[config.mk]
export PLATFORM = sky130hd
export DESIGN_NAME = gpio_port_bank
export DESIGN_NICKNAME = d
export VERILOG_FILES = /design/src/rtl/gpio_port_bank.sv
export SDC_FILE = /design/constraint.sdc
export NUM_CORES = 1
export LEC_CHECK = 0
export BUFFER_PORTS_ARGS = -buffer_cell sky130_fd_sc_hd__buf_2
export CORE_AREA = 4 4 92 94
export CTS_BUF_LIST = sky130_fd_sc_hd__clkbuf_8 sky130_fd_sc_hd__clkbuf_16
export CTS_CLUSTER_DIAMETER = 200
export DETAILED_ROUTE_END_ITERATION = 16
export DIE_AREA = 0 0 96 98
export GPL_ROUTABILITY_DRIVEN = 1
export PLACE_DENSITY = 0.71
export SLEW_MARGIN = 10
export SYNTH_ARGS = -nofsm -noshare
export SYNTH_HDL_FRONTEND = slang
export SYNTH_SLANG_ARGS = --single-unit
export TNS_END_PERCENT = 50
[constraint.sdc]
create_clock -name clk -period 1.4 [get_ports clk]
set_clock_uncertainty 0.2 [all_clocks]
set_input_delay 0.14 -clock clk [delete_from_list [all_inputs] [get_ports clk]]
set_output_delay 0.14 -clock clk [all_outputs]
set_load 0.01 [all_outputs]
[src/rtl/gpio_port_bank.sv]
module gpio_port_bank #(
  parameter int NR = 11,
  parameter int RW = 4,
  parameter int DW = 16,
  parameter int XW = 4
) (
  input  logic             clk,
  input  logic             rst_n,
  input  logic [XW-1:0]    r_idx,
  input  logic             r_wr_en,
  input  logic [RW-1:0]    r_wr_data,
  output logic [RW-1:0]    r_rd_data,
  output logic             r_rd_bad,
  input  logic [$clog2(DW)-1:0] d_bit,
  input  logic             d_wr_en,
  input  logic             d_wr_val,
  output logic             d_test,
  input  logic [NR*RW-1:0] r_pin_in,
  input  logic [NR-1:0]    r_pin_drive,
  output logic [NR*RW-1:0] r_latch_out,
  input  logic [DW-1:0]    d_pin_in,
  input  logic             d_pin_drive,
  output logic [DW-1:0]    d_latch_out
);
  localparam logic [DW-1:0] DMASK = DW'(16'h000F);
  localparam int LAST_WR = 8;
  localparam int NARROW = 10;

  function automatic logic [RW-1:0] mask_of(int i);
    return (i >= 3 && i <= 9) ? {RW{1'b1}} : '0;
  endfunction

  logic [RW-1:0] lat [NR];
  logic [RW-1:0] pin [NR];
  logic [RW-1:0] msk [NR];
  logic [DW-1:0] dlat;

  always_ff @(posedge clk) begin
    if (!rst_n) begin
      for (int i = 0; i < NR; i++) lat[i] <= mask_of(i);
      dlat <= DMASK;
    end else begin
      if (r_wr_en && int'(r_idx) <= LAST_WR) lat[r_idx] <= r_wr_data;
      if (d_wr_en) dlat[d_bit] <= d_wr_val;
    end
  end

  for (genvar i = 0; i < NR; i++) begin : g_port
    assign msk[i] = mask_of(i);
    assign pin[i] = r_pin_drive[i] ? r_pin_in[i*RW +: RW] : msk[i];
    assign r_latch_out[i*RW +: RW] = lat[i];
  end

  logic          in_rng;
  logic [RW-1:0] s_lat, s_pin, s_msk, merged;
  assign in_rng = int'(r_idx) < NR;
  assign s_lat  = in_rng ? lat[r_idx] : '0;
  assign s_pin  = in_rng ? pin[r_idx] : '0;
  assign s_msk  = in_rng ? msk[r_idx] : '0;
  assign merged = (s_msk != 0) ? (s_pin & s_lat) : (s_pin | s_lat);

  assign r_rd_bad = !in_rng || r_idx == 0 || (int'(r_idx) >= 6 && int'(r_idx) <= LAST_WR);
  assign r_rd_data = r_rd_bad ? {RW{1'b1}} :
                     (int'(r_idx) == NARROW) ? (merged & RW'(2'b11)) : merged;

  logic [DW-1:0] dpin;
  assign dpin = d_pin_drive ? d_pin_in : DMASK;
  assign d_test = DMASK[d_bit] ? (dpin[d_bit] & dlat[d_bit]) : (dpin[d_bit] | dlat[d_bit]);
  assign d_latch_out = dlat;
endmodule

==> results of run 1 <==
-- power groups by stage --
stage                     clock network [µW]  logic (µW)  registers [µW]
after CTS                               1620         740            2000
after global routing                    1690         822            2000
after global placement                     0         699            2030
final                                   1580         758            2000
after detailed placement                   0         712            2040
after floorplan                            0         279            2070
-- synth_stat cells, types with 4 or more instances --
master    count
clkbuf_1      6
buf_2         6
a21oi_1      28
nand3_1       7
nand2_1      34
nor2_1       33
o211ai_1      5
dfxtp_1      20
o21ai_0      26
mux4_2        7
nand2b_1     12
mux2i_1       6
nand3b_1      4
inv_1        14
a211oi_1      4
nor3_1        7
and3_1        4
or2_1         4
or3_1         9
edfxtp_1     40
and2_1        5
-- layer usage --
layer / routed length, µm / share of wire (%)
met5: 0 / 0
met2: 5190 / 52
met4: 114 / 1.1
met3: 876 / 8.7
met1: 3890 / 39
-- timing repair --
item                                    in CTS  in global routing
endpoints found under the setup margin       6                  7
hold buffers                                 5                  0
resized for setup                           13                 10
pin swaps                                    9                  6
endpoints found under the hold margin       26                  0
setup buffers                                0                  1
-- how the worst max path moves through the flow --
stage	end	slack [ps]	cells after the start
floorplan	r_rd_data[1]	-110	3
global placement	d_test	-320	6
detailed placement	d_test	-330	6
CTS	r_rd_data[1]	-620	6
global route	r_rd_data[1]	-620	5
finish	r_rd_data[1]	-550	4
-- cells by family after synthesis --
logic type	count (synthesis)	synth area share, %
muxes	14	8.00
buffers and inverters	29	4.06
DFF	60	52.5
AOI/OAI and AO/OA	80	15.4
and+or+nand+nor	124	20.0
-- cell usage in the layout (no fill, tap or decap), types with 3 or more instances in the layout --
cell	n
dlygate4sd3_1	5
or3_1	9
a21oi_2	5
nand2_1	32
or2_1	4
nand2b_1	12
o21ai_0	18
inv_1	14
nor3_1	5
buf_2	136
mux4_2	7
nand3b_1	4
buf_4	72
dfxtp_1	13
o21ai_1	7
a21oi_1	23
dfxtp_2	7
nor2_1	32
edfxtp_1	40
and2_1	5
nand3_1	5
o211ai_1	5
clkinvlp_4	3
clkbuf_8	9
a211oi_2	5
a31oi_1	3
and3_1	4
mux2i_1	6
-- critical path: stages (launching register included) --
cell,delay [ps]
edfxtp_1,380
a21oi_1,80
mux4_2,470
o31ai_2,180
buf_2,160
-- flip-flops by register name, indices dropped and copies added (netlist names) --
| signal | count |
|---|---|
| d_latch_out | 16 |
| lat | 44 |
-- area by class of cell --
| class | count | area [µm²] | share of cell area [%] |
|---|---|---|---|
| Inverter | 15 | 56.3 | 1.19 |
| Sequential cell | 60 | 1610 | 34.1 |
| Tap cell | 102 | 128 | 2.70 |
| Multi-Input combinational cell | 218 | 1440 | 30.6 |
| Clock buffer | 9 | 124 | 2.63 |
| Clock inverter | 7 | 75.1 | 1.59 |
| Timing Repair Buffer | 214 | 1280 | 27.2 |
-- metrics by stage --
step           total power (µW)  worst slack, ps  cells
4_1_cts                    4350             -617    624
5_1_grt                    4520             -622    625
6_report                   4340             -554    625
2_1_floorplan              2350             -111    307
3_5_place_dp               2750             -330    603
3_3_place_gp               2730             -323    603
==> impl_metrics.env, run 1 <==
export IMPL_synth_nets=396
export IMPL_clkTransAtPathRegs_ps=70
export IMPL_ys_flop_type="edfxtp_1"
export IMPL_cp_required_ps=1060
export IMPL_drt_total_wl_mm=10.1
export IMPL_clock_sinks=60
export IMPL_yosysSeqAreaShare_pct=52.5
export IMPL_use_met1_pct=24.2
export IMPL_fill_cells=661
export IMPL_htree_levels=3
export IMPL_rsz0062_at_grt="yes"
export IMPL_syn_avg_cell_area_um2=9.94
export IMPL_rrSetupSlack_ps=390
export IMPL_post_route_min_period_ps=1950
export IMPL_hold_class="input pin to register"
export IMPL_r2r_start="d_latch_out[11]$_SDFFE_PN0P_"
export IMPL_critPathLaunch="lat[0][1]$_SDFFCE_PN0P_"
export IMPL_initial_core_util_pct=39.9
export IMPL_async_flop_share_pct=0
export IMPL_endpoint_kind="output port"
export IMPL_synth_edf_count=40
export IMPL_p_int_uw=3150
export IMPL_tightestPinTransition_ps=383
export IMPL_synthCells=307
export IMPL_status="complete, but fails checks"
export IMPL_clock_fmax_mhz=512
export IMPL_clkLatencyLatePin_ps=340
export IMPL_swShare_pct=27.4
export IMPL_yosys_warnings=0
export IMPL_yosysTopAreaCell="edfxtp_1"
export IMPL_num_rows=32
export IMPL_track_usage_pct=21.1
export IMPL_antenna_found_initial=0
export IMPL_power_density_mw_per_mm2=919
export IMPL_drive_gt1_share_pct=50.9
export IMPL_port_buffers=137
export IMPL_switching_power_uw=1190
export IMPL_rr_endpoint="d_latch_out[11]$_SDFFE_PN0P_"
export IMPL_hold_depth=3
export IMPL_criticalPathCategory="register to output port"
export IMPL_clockPowerShare_pct=36.5
export IMPL_peakVddDrop_mv=0.391
export IMPL_whs_endpoint="d_latch_out[1]$_SDFFE_PN1P_"
export IMPL_slew_headroom_pct=74.4
export IMPL_setup_viol=6
export IMPL_yosys_top_cells_area="edfxtp_1, dfxtp_1, mux4_2, a21oi_1, o21ai_0"
export IMPL_violations="setup timing"
export IMPL_antenna_cells=0
export IMPL_clockBufferDepth=2
export IMPL_design_area_mm2=0.00472
export IMPL_grt_pass1_wl_mm=15.2
export IMPL_holdCritStartpoint="rst_n"
export IMPL_drtIter0Drc=122
export IMPL_setup_slack_ps=-554
export IMPL_slew_violations=0
export IMPL_synth_area_mm2=0.00305
export IMPL_io_pins=155
export IMPL_ys_ff_latch=60
export IMPL_dieArea_mm2=0.00941
export IMPL_start_kind="register"
export IMPL_hold_worst_slack_ps=33.2
export IMPL_synth_top_area_share_pct=39.4
export IMPL_tns_ps=-2230
export IMPL_area_delta_synth_final_pct=54.6
export IMPL_num_nets_final=607
export IMPL_path_max_fanout=2
export IMPL_gr_total_overflow=0
export IMPL_ys_types=42
export IMPL_hpwl_mm=7.98
export IMPL_power_leakage_uw=0.00207
export IMPL_grt_pass1_vias=3191
export IMPL_finalHoldViolCount=0
export IMPL_post_dp_cell_area_mm2=0.00438
export IMPL_r2r_cells=3
export IMPL_use_met3_pct=5.39
export IMPL_cts_buffers=9
export IMPL_first_pass_iters=4
export IMPL_use_met2_pct=38.6
export IMPL_drcViolationCount=0
export IMPL_sequentialPowerShare_pct=46.1
export IMPL_maxCapViolCount=0
export IMPL_pwr_share_comb_pct=17.5
export IMPL_finalCritPeriodShare_pct=140
export IMPL_grt_max_degree=17
export IMPL_busiest_layer="met2"
export IMPL_routedWlPerCell_um=16.1
export IMPL_via_per_inst=5.14
export IMPL_cts_root_buf="clkbuf_8"
export IMPL_vias=3215
export IMPL_ant_nets=0
export IMPL_utilization_pct=61.7
export IMPL_cts_tree="done"
export IMPL_core_area_mm2=0.00765
export IMPL_die_w_um=96
export IMPL_dieHeight_um=98
export IMPL_place_congestion=0.899
export IMPL_arrival_ps=1610
Power figures use the tool's default switching activity.
==> run 2: changes to the inputs <==
SKIP_CTS_REPAIR_TIMING = 1   (was not set)
==> impl_metrics.env, run 2 (same netlist as run 1, synthesis figures left out) <==
export IMPL_status="complete, but fails checks"
export IMPL_violations="setup timing"
export IMPL_antenna_found_initial=0
export IMPL_layout_commonest_cell="buf_2"
export IMPL_fill_cells=664
export IMPL_use_met3_pct=5.86
export IMPL_fin_total_pwr_uw=4330
export IMPL_initial_core_util_pct=39.9
export IMPL_hold_worst_slack_ps=33.9
export IMPL_drtIter0Drc=130
export IMPL_num_rows=32
export IMPL_track_usage_pct=20.9
export IMPL_post_route_min_period_ps=2010
export IMPL_htree_levels=3
export IMPL_cp_required_ps=1060
export IMPL_routedWlPerCell_um=16.2
export IMPL_dp_worst_setup_slack_ps=-330
export IMPL_critPathLaunch="lat[10][1]$_SDFFE_PN0P_"
export IMPL_port_buffers=137
export IMPL_top_register="lat"
export IMPL_path_max_fanout=2
export IMPL_drcViolationCount=0
export IMPL_clkLatencyLatePin_ps=340
export IMPL_arrival_ps=1670
export IMPL_slew_headroom_pct=74.7
export IMPL_hpwl_mm=7.98
export IMPL_power_leakage_uw=0.00206
export IMPL_area_delta_synth_final_pct=53.3
export IMPL_slew_violations=0
export IMPL_clkTransAtPathRegs_ps=70
export IMPL_clockBufferDepth=2
export IMPL_r2r_start="d_latch_out[11]$_SDFFE_PN0P_"
export IMPL_peakVddDrop_mv=0.389
export IMPL_utilization_pct=61.2
export IMPL_clock_sinks=60
export IMPL_core_area_mm2=0.00765
export IMPL_cts_buffers=9
export IMPL_vias=3217
export IMPL_clock_fmax_mhz=498
export IMPL_grt_pass1_vias=3150
export IMPL_hold_class="input pin to register"
export IMPL_finalCritPeriodShare_pct=143
export IMPL_ant_nets=0
export IMPL_criticalPathCategory="register to output port"
export IMPL_via_per_inst=5.16
export IMPL_holdCritStartpoint="rst_n"
export IMPL_die_w_um=96
export IMPL_num_nets_final=606
export IMPL_use_met2_pct=38.2
export IMPL_start_kind="register"
export IMPL_largest_reg_flops=44
export IMPL_drive_gt1_share_pct=49.8
export IMPL_power_density_mw_per_mm2=925
export IMPL_finalHoldViolCount=0
export IMPL_busiest_layer="met2"
export IMPL_gr_total_overflow=0
export IMPL_maxCapViolCount=0
export IMPL_mostFrequentLayoutCells="buf_2, buf_4, edfxtp_1, nand2_1, nor2_1"
export IMPL_setup_slack_ps=-608
export IMPL_rsz0062_at_grt="yes"
export IMPL_tightestPinTransition_ps=379
export IMPL_grt_pass1_wl_mm=15.1
export IMPL_io_pins=155
export IMPL_first_pass_iters=4
export IMPL_cts_root_buf="clkbuf_8"
export IMPL_dieArea_mm2=0.00941
export IMPL_grt_max_degree=17
export IMPL_setup_viol=6
export IMPL_antenna_cells=0
export IMPL_endpoint_kind="output port"
export IMPL_place_congestion=0.899
export IMPL_tns_ps=-2300
export IMPL_use_met1_pct=23.9
export IMPL_dieHeight_um=98
export IMPL_cts_tree="done"
export IMPL_drt_total_wl_mm=10.1
==> run 2: cell types whose count changed in the layout (fill, tap and decap cells not counted), moves of 3 or more <==
| cell | delta |
|---|---|
| o21ai_0 | +3 |
| buf_4 | -3 |
| o21ai_1 | -3 |
| a211oi_2 | -3 |
| a211oi_1 | +3 |
==> run 2: critical path, stage by stage (launching register included) <==
cell       delay [ps]
dfxtp_2           340
a211o_1           240
a21oi_2           120
nor2_1             60
a2111oi_2         320
o31ai_2           110
buf_2             150
==> run 2: worst paths after layout <==
| kind | endpoint | slack [ps] | cells past startpoint |
|---|---|---|---|
| worst min-delay path | d_latch_out[1]$_SDFFE_PN1P_ | 30 | 3 |
| worst max-delay path | r_rd_data[1] | -610 | 6 |
| worst min register to register | lat[10][2]$_SDFFE_PN0P_ | 270 | 1 |
| worst max register to register | d_latch_out[11]$_SDFFE_PN0P_ | 390 | 3 |
==> run 2: per-layer routing <==
layer  routed length [µm]  part of all wire, %
met2                 5210                   52
met5                    0                    0
met4                   68                 0.67
met3                  798                  7.9
met1                 4020                   40
==> run 2: area by class of cell <==
| type | instances | area [µm²] | area share [%] |
|---|---|---|---|
| Timing Repair Buffer | 213 | 1280 | 27.3 |
| Sequential cell | 60 | 1610 | 34.4 |
| Inverter | 15 | 56.3 | 1.20 |
| Clock buffer | 9 | 124 | 2.65 |
| Tap cell | 102 | 128 | 2.73 |
| Multi-Input combinational cell | 218 | 1410 | 30.1 |
| Clock inverter | 7 | 75.1 | 1.60 |
==> run 2: where the power goes <==
part	total [µW]	internal [µW]	leakage (µW)	switching, µW
clock network	1580	830	0.0000923	753
registers	2000	1960	0.000561	37.2
logic	744	352	0.00141	392
==> run 2: through the flow <==
| stage | std cells | cell area [µm²] |
|---|---|---|
| 2_1_floorplan | 307 | 3110 |
| 3_3_place_gp | 603 | 4380 |
| 3_5_place_dp | 603 | 4380 |
| 4_1_cts | 619 | 4580 |
| 5_1_grt | 624 | 4680 |
| 6_report | 624 | 4680 |
==> run 3: changes to the inputs <==
--- a/config.mk
+++ b/config.mk
@@ -7,11 +7,11 @@
 export LEC_CHECK = 0
 export BUFFER_PORTS_ARGS = -buffer_cell sky130_fd_sc_hd__buf_2
-export CORE_AREA = 4 4 92 94
+export CORE_AREA = 4 4 96 89
 export CTS_BUF_LIST = sky130_fd_sc_hd__clkbuf_8 sky130_fd_sc_hd__clkbuf_16
 export CTS_CLUSTER_DIAMETER = 200
 export DETAILED_ROUTE_END_ITERATION = 16
-export DIE_AREA = 0 0 96 98
+export DIE_AREA = 0 0 100 93
 export GPL_ROUTABILITY_DRIVEN = 1
-export PLACE_DENSITY = 0.71
+export PLACE_DENSITY = 0.72
 export SKIP_CTS_REPAIR_TIMING = 1
 export SLEW_MARGIN = 10
==> constraint.sdc (replaced) <==
create_clock -name clk -period 1.4 [get_ports clk]
set_clock_uncertainty 0.2 [all_clocks]
set_input_delay 0.14 -clock clk [delete_from_list [all_inputs] [get_ports clk]]
set_output_delay 0.14 -clock clk [all_outputs]
set_load 0.005 [all_outputs]
==> impl_metrics.env, run 3 (same netlist as run 1, synthesis figures left out) <==
export IMPL_register_area_mm2=0.00161
export IMPL_drtIter0Drc=82
export IMPL_gr_total_overflow=0
export IMPL_track_usage_pct=20.9
export IMPL_drive_gt1_share_pct=50.2
export IMPL_power_density_mw_per_mm2=975
export IMPL_routedWlPerCell_um=15.9
export IMPL_dieHeight_um=93
export IMPL_clockBufferDepth=2
export IMPL_htree_levels=3
export IMPL_io_pins=155
export IMPL_mostFrequentLayoutCells="buf_2, buf_4, edfxtp_1, nand2_1, nor2_1"
export IMPL_num_rows=30
export IMPL_largest_reg_flops=44
export IMPL_grt_pass1_vias=3167
export IMPL_tns_ps=-2030
export IMPL_grt_max_degree=17
export IMPL_first_pass_iters=7
export IMPL_grt_pass1_wl_mm=15.4
export IMPL_num_nets_final=612
export IMPL_setup_viol=5
export IMPL_post_route_min_period_ps=2020
export IMPL_antenna_cells=0
export IMPL_cp_required_ps=1060
export IMPL_rrSetupSlack_ps=430
export IMPL_post_dp_cell_area_mm2=0.00443
export IMPL_clkLatencyLatePin_ps=330
export IMPL_fill_cells=600
export IMPL_finalHoldViolCount=0
export IMPL_multi_input_area_mm2=0.00141
export IMPL_slew_headroom_pct=73.6
export IMPL_layout_commonest_cell="buf_2"
export IMPL_clock_sinks=60
export IMPL_arrival_ps=1680
export IMPL_initial_core_util_pct=40.9
export IMPL_antenna_found_initial=0
export IMPL_path_max_fanout=2
export IMPL_hold_worst_slack_ps=0.552
export IMPL_clkTransAtPathRegs_ps=70
export IMPL_port_buffers=137
export IMPL_setup_slack_ps=-620
export IMPL_cts_buffers=9
export IMPL_die_w_um=100
export IMPL_status="complete, but fails checks"
export IMPL_ant_nets=0
export IMPL_core_area_mm2=0.00747
export IMPL_via_per_inst=5.15
export IMPL_dp_cells=604
export IMPL_drt_total_wl_mm=9.91
export IMPL_power_leakage_uw=0.00212
export IMPL_top_register="lat"
export IMPL_maxCapViolCount=0
export IMPL_slew_violations=0
export IMPL_hold_class="input pin to register"
export IMPL_dieArea_mm2=0.00930
export IMPL_finalCritPeriodShare_pct=144
export IMPL_design_area_mm2=0.00477
export IMPL_place_congestion=0.900
export IMPL_clock_fmax_mhz=495
export IMPL_start_kind="register"
export IMPL_cts_root_buf="clkbuf_8"
export IMPL_instances_no_fill=624
export IMPL_peakVddDrop_mv=0.484
export IMPL_endpoint_kind="output port"
export IMPL_area_delta_synth_final_pct=56.3
export IMPL_cts_tree="done"
export IMPL_tightestPinTransition_ps=395
export IMPL_rsz0062_at_grt="yes"
export IMPL_violations="setup timing"
export IMPL_hpwl_mm=7.61
export IMPL_criticalPathCategory="register to output port"
export IMPL_vias=3211
export IMPL_drcViolationCount=0
[run 3: changes by cell type in the layout (fill, tap and decap cells not counted), sizes merged]
cell and change:
clkbuf -1, buf +8, clkinvlp -1, bufinv +2, dlygate4sd3 -1, clkinv -1
[run 3: final cells by class]
cell class	instances	area share (%)
well taps	96	2.52
clock inverters	7	2.57
inverters	15	1.18
clock buffers	9	2.60
repair buffers	219	27.8
multi-input cells	218	29.7
flip-flops and latches	60	33.7
[run 3: where the power goes]
group          total (µW)  switching [µW]  internal, µW
registers            2000            38.2          1960
clock network        1930             736          1190
logic                 716             354           362
total                4650            1130          3520
[run 3: metrics by stage]
stage | util, % | worst slack [ps] | power [µW]
2_1_floorplan | - | -101 | 2310
3_5_place_dp | 59.2 | -350 | 2720
5_1_grt | 63.8 | -675 | 4810
3_3_place_gp | 59.2 | -309 | 2710
6_report | 63.8 | -620 | 4650
4_1_cts | 62.5 | -614 | 4640
[run 3: layer usage]
layer / global-route usage, % / share of wire [%] / vias to the layer above
met5: 0 / 0 / -
met4: 5.72 / 0.90 / 0
met3: 4.70 / 8.0 / 11
met2: 36.4 / 50 / 137
met1: 26.1 / 41 / 1504
li1: - / - / 1559
[run 3: final timing paths]
check / startpoint / to / depth (start not counted)
setup reg to reg: d_latch_out[10]$_SDFFE_PN0P_ / d_latch_out[10]$_SDFFE_PN0P_ / 3
hold reg to reg: lat[10][3]$_SDFFE_PN0P_ / lat[10][3]$_SDFFE_PN0P_ / 1
hold / removal: d_wr_val / d_latch_out[6]$_SDFFE_PN0P_ / 3
setup / recovery: lat[10][1]$_SDFFE_PN0P_ / r_rd_data[1] / 6
[run 3: worst max-delay path, cell delays in order, from the launching register on]
cell       delay (ps)
dfxtp_2           330
a211o_1           250
a21oi_2           150
nor2_2             70
a2111oi_4         290
o31ai_2           120
buf_2             140
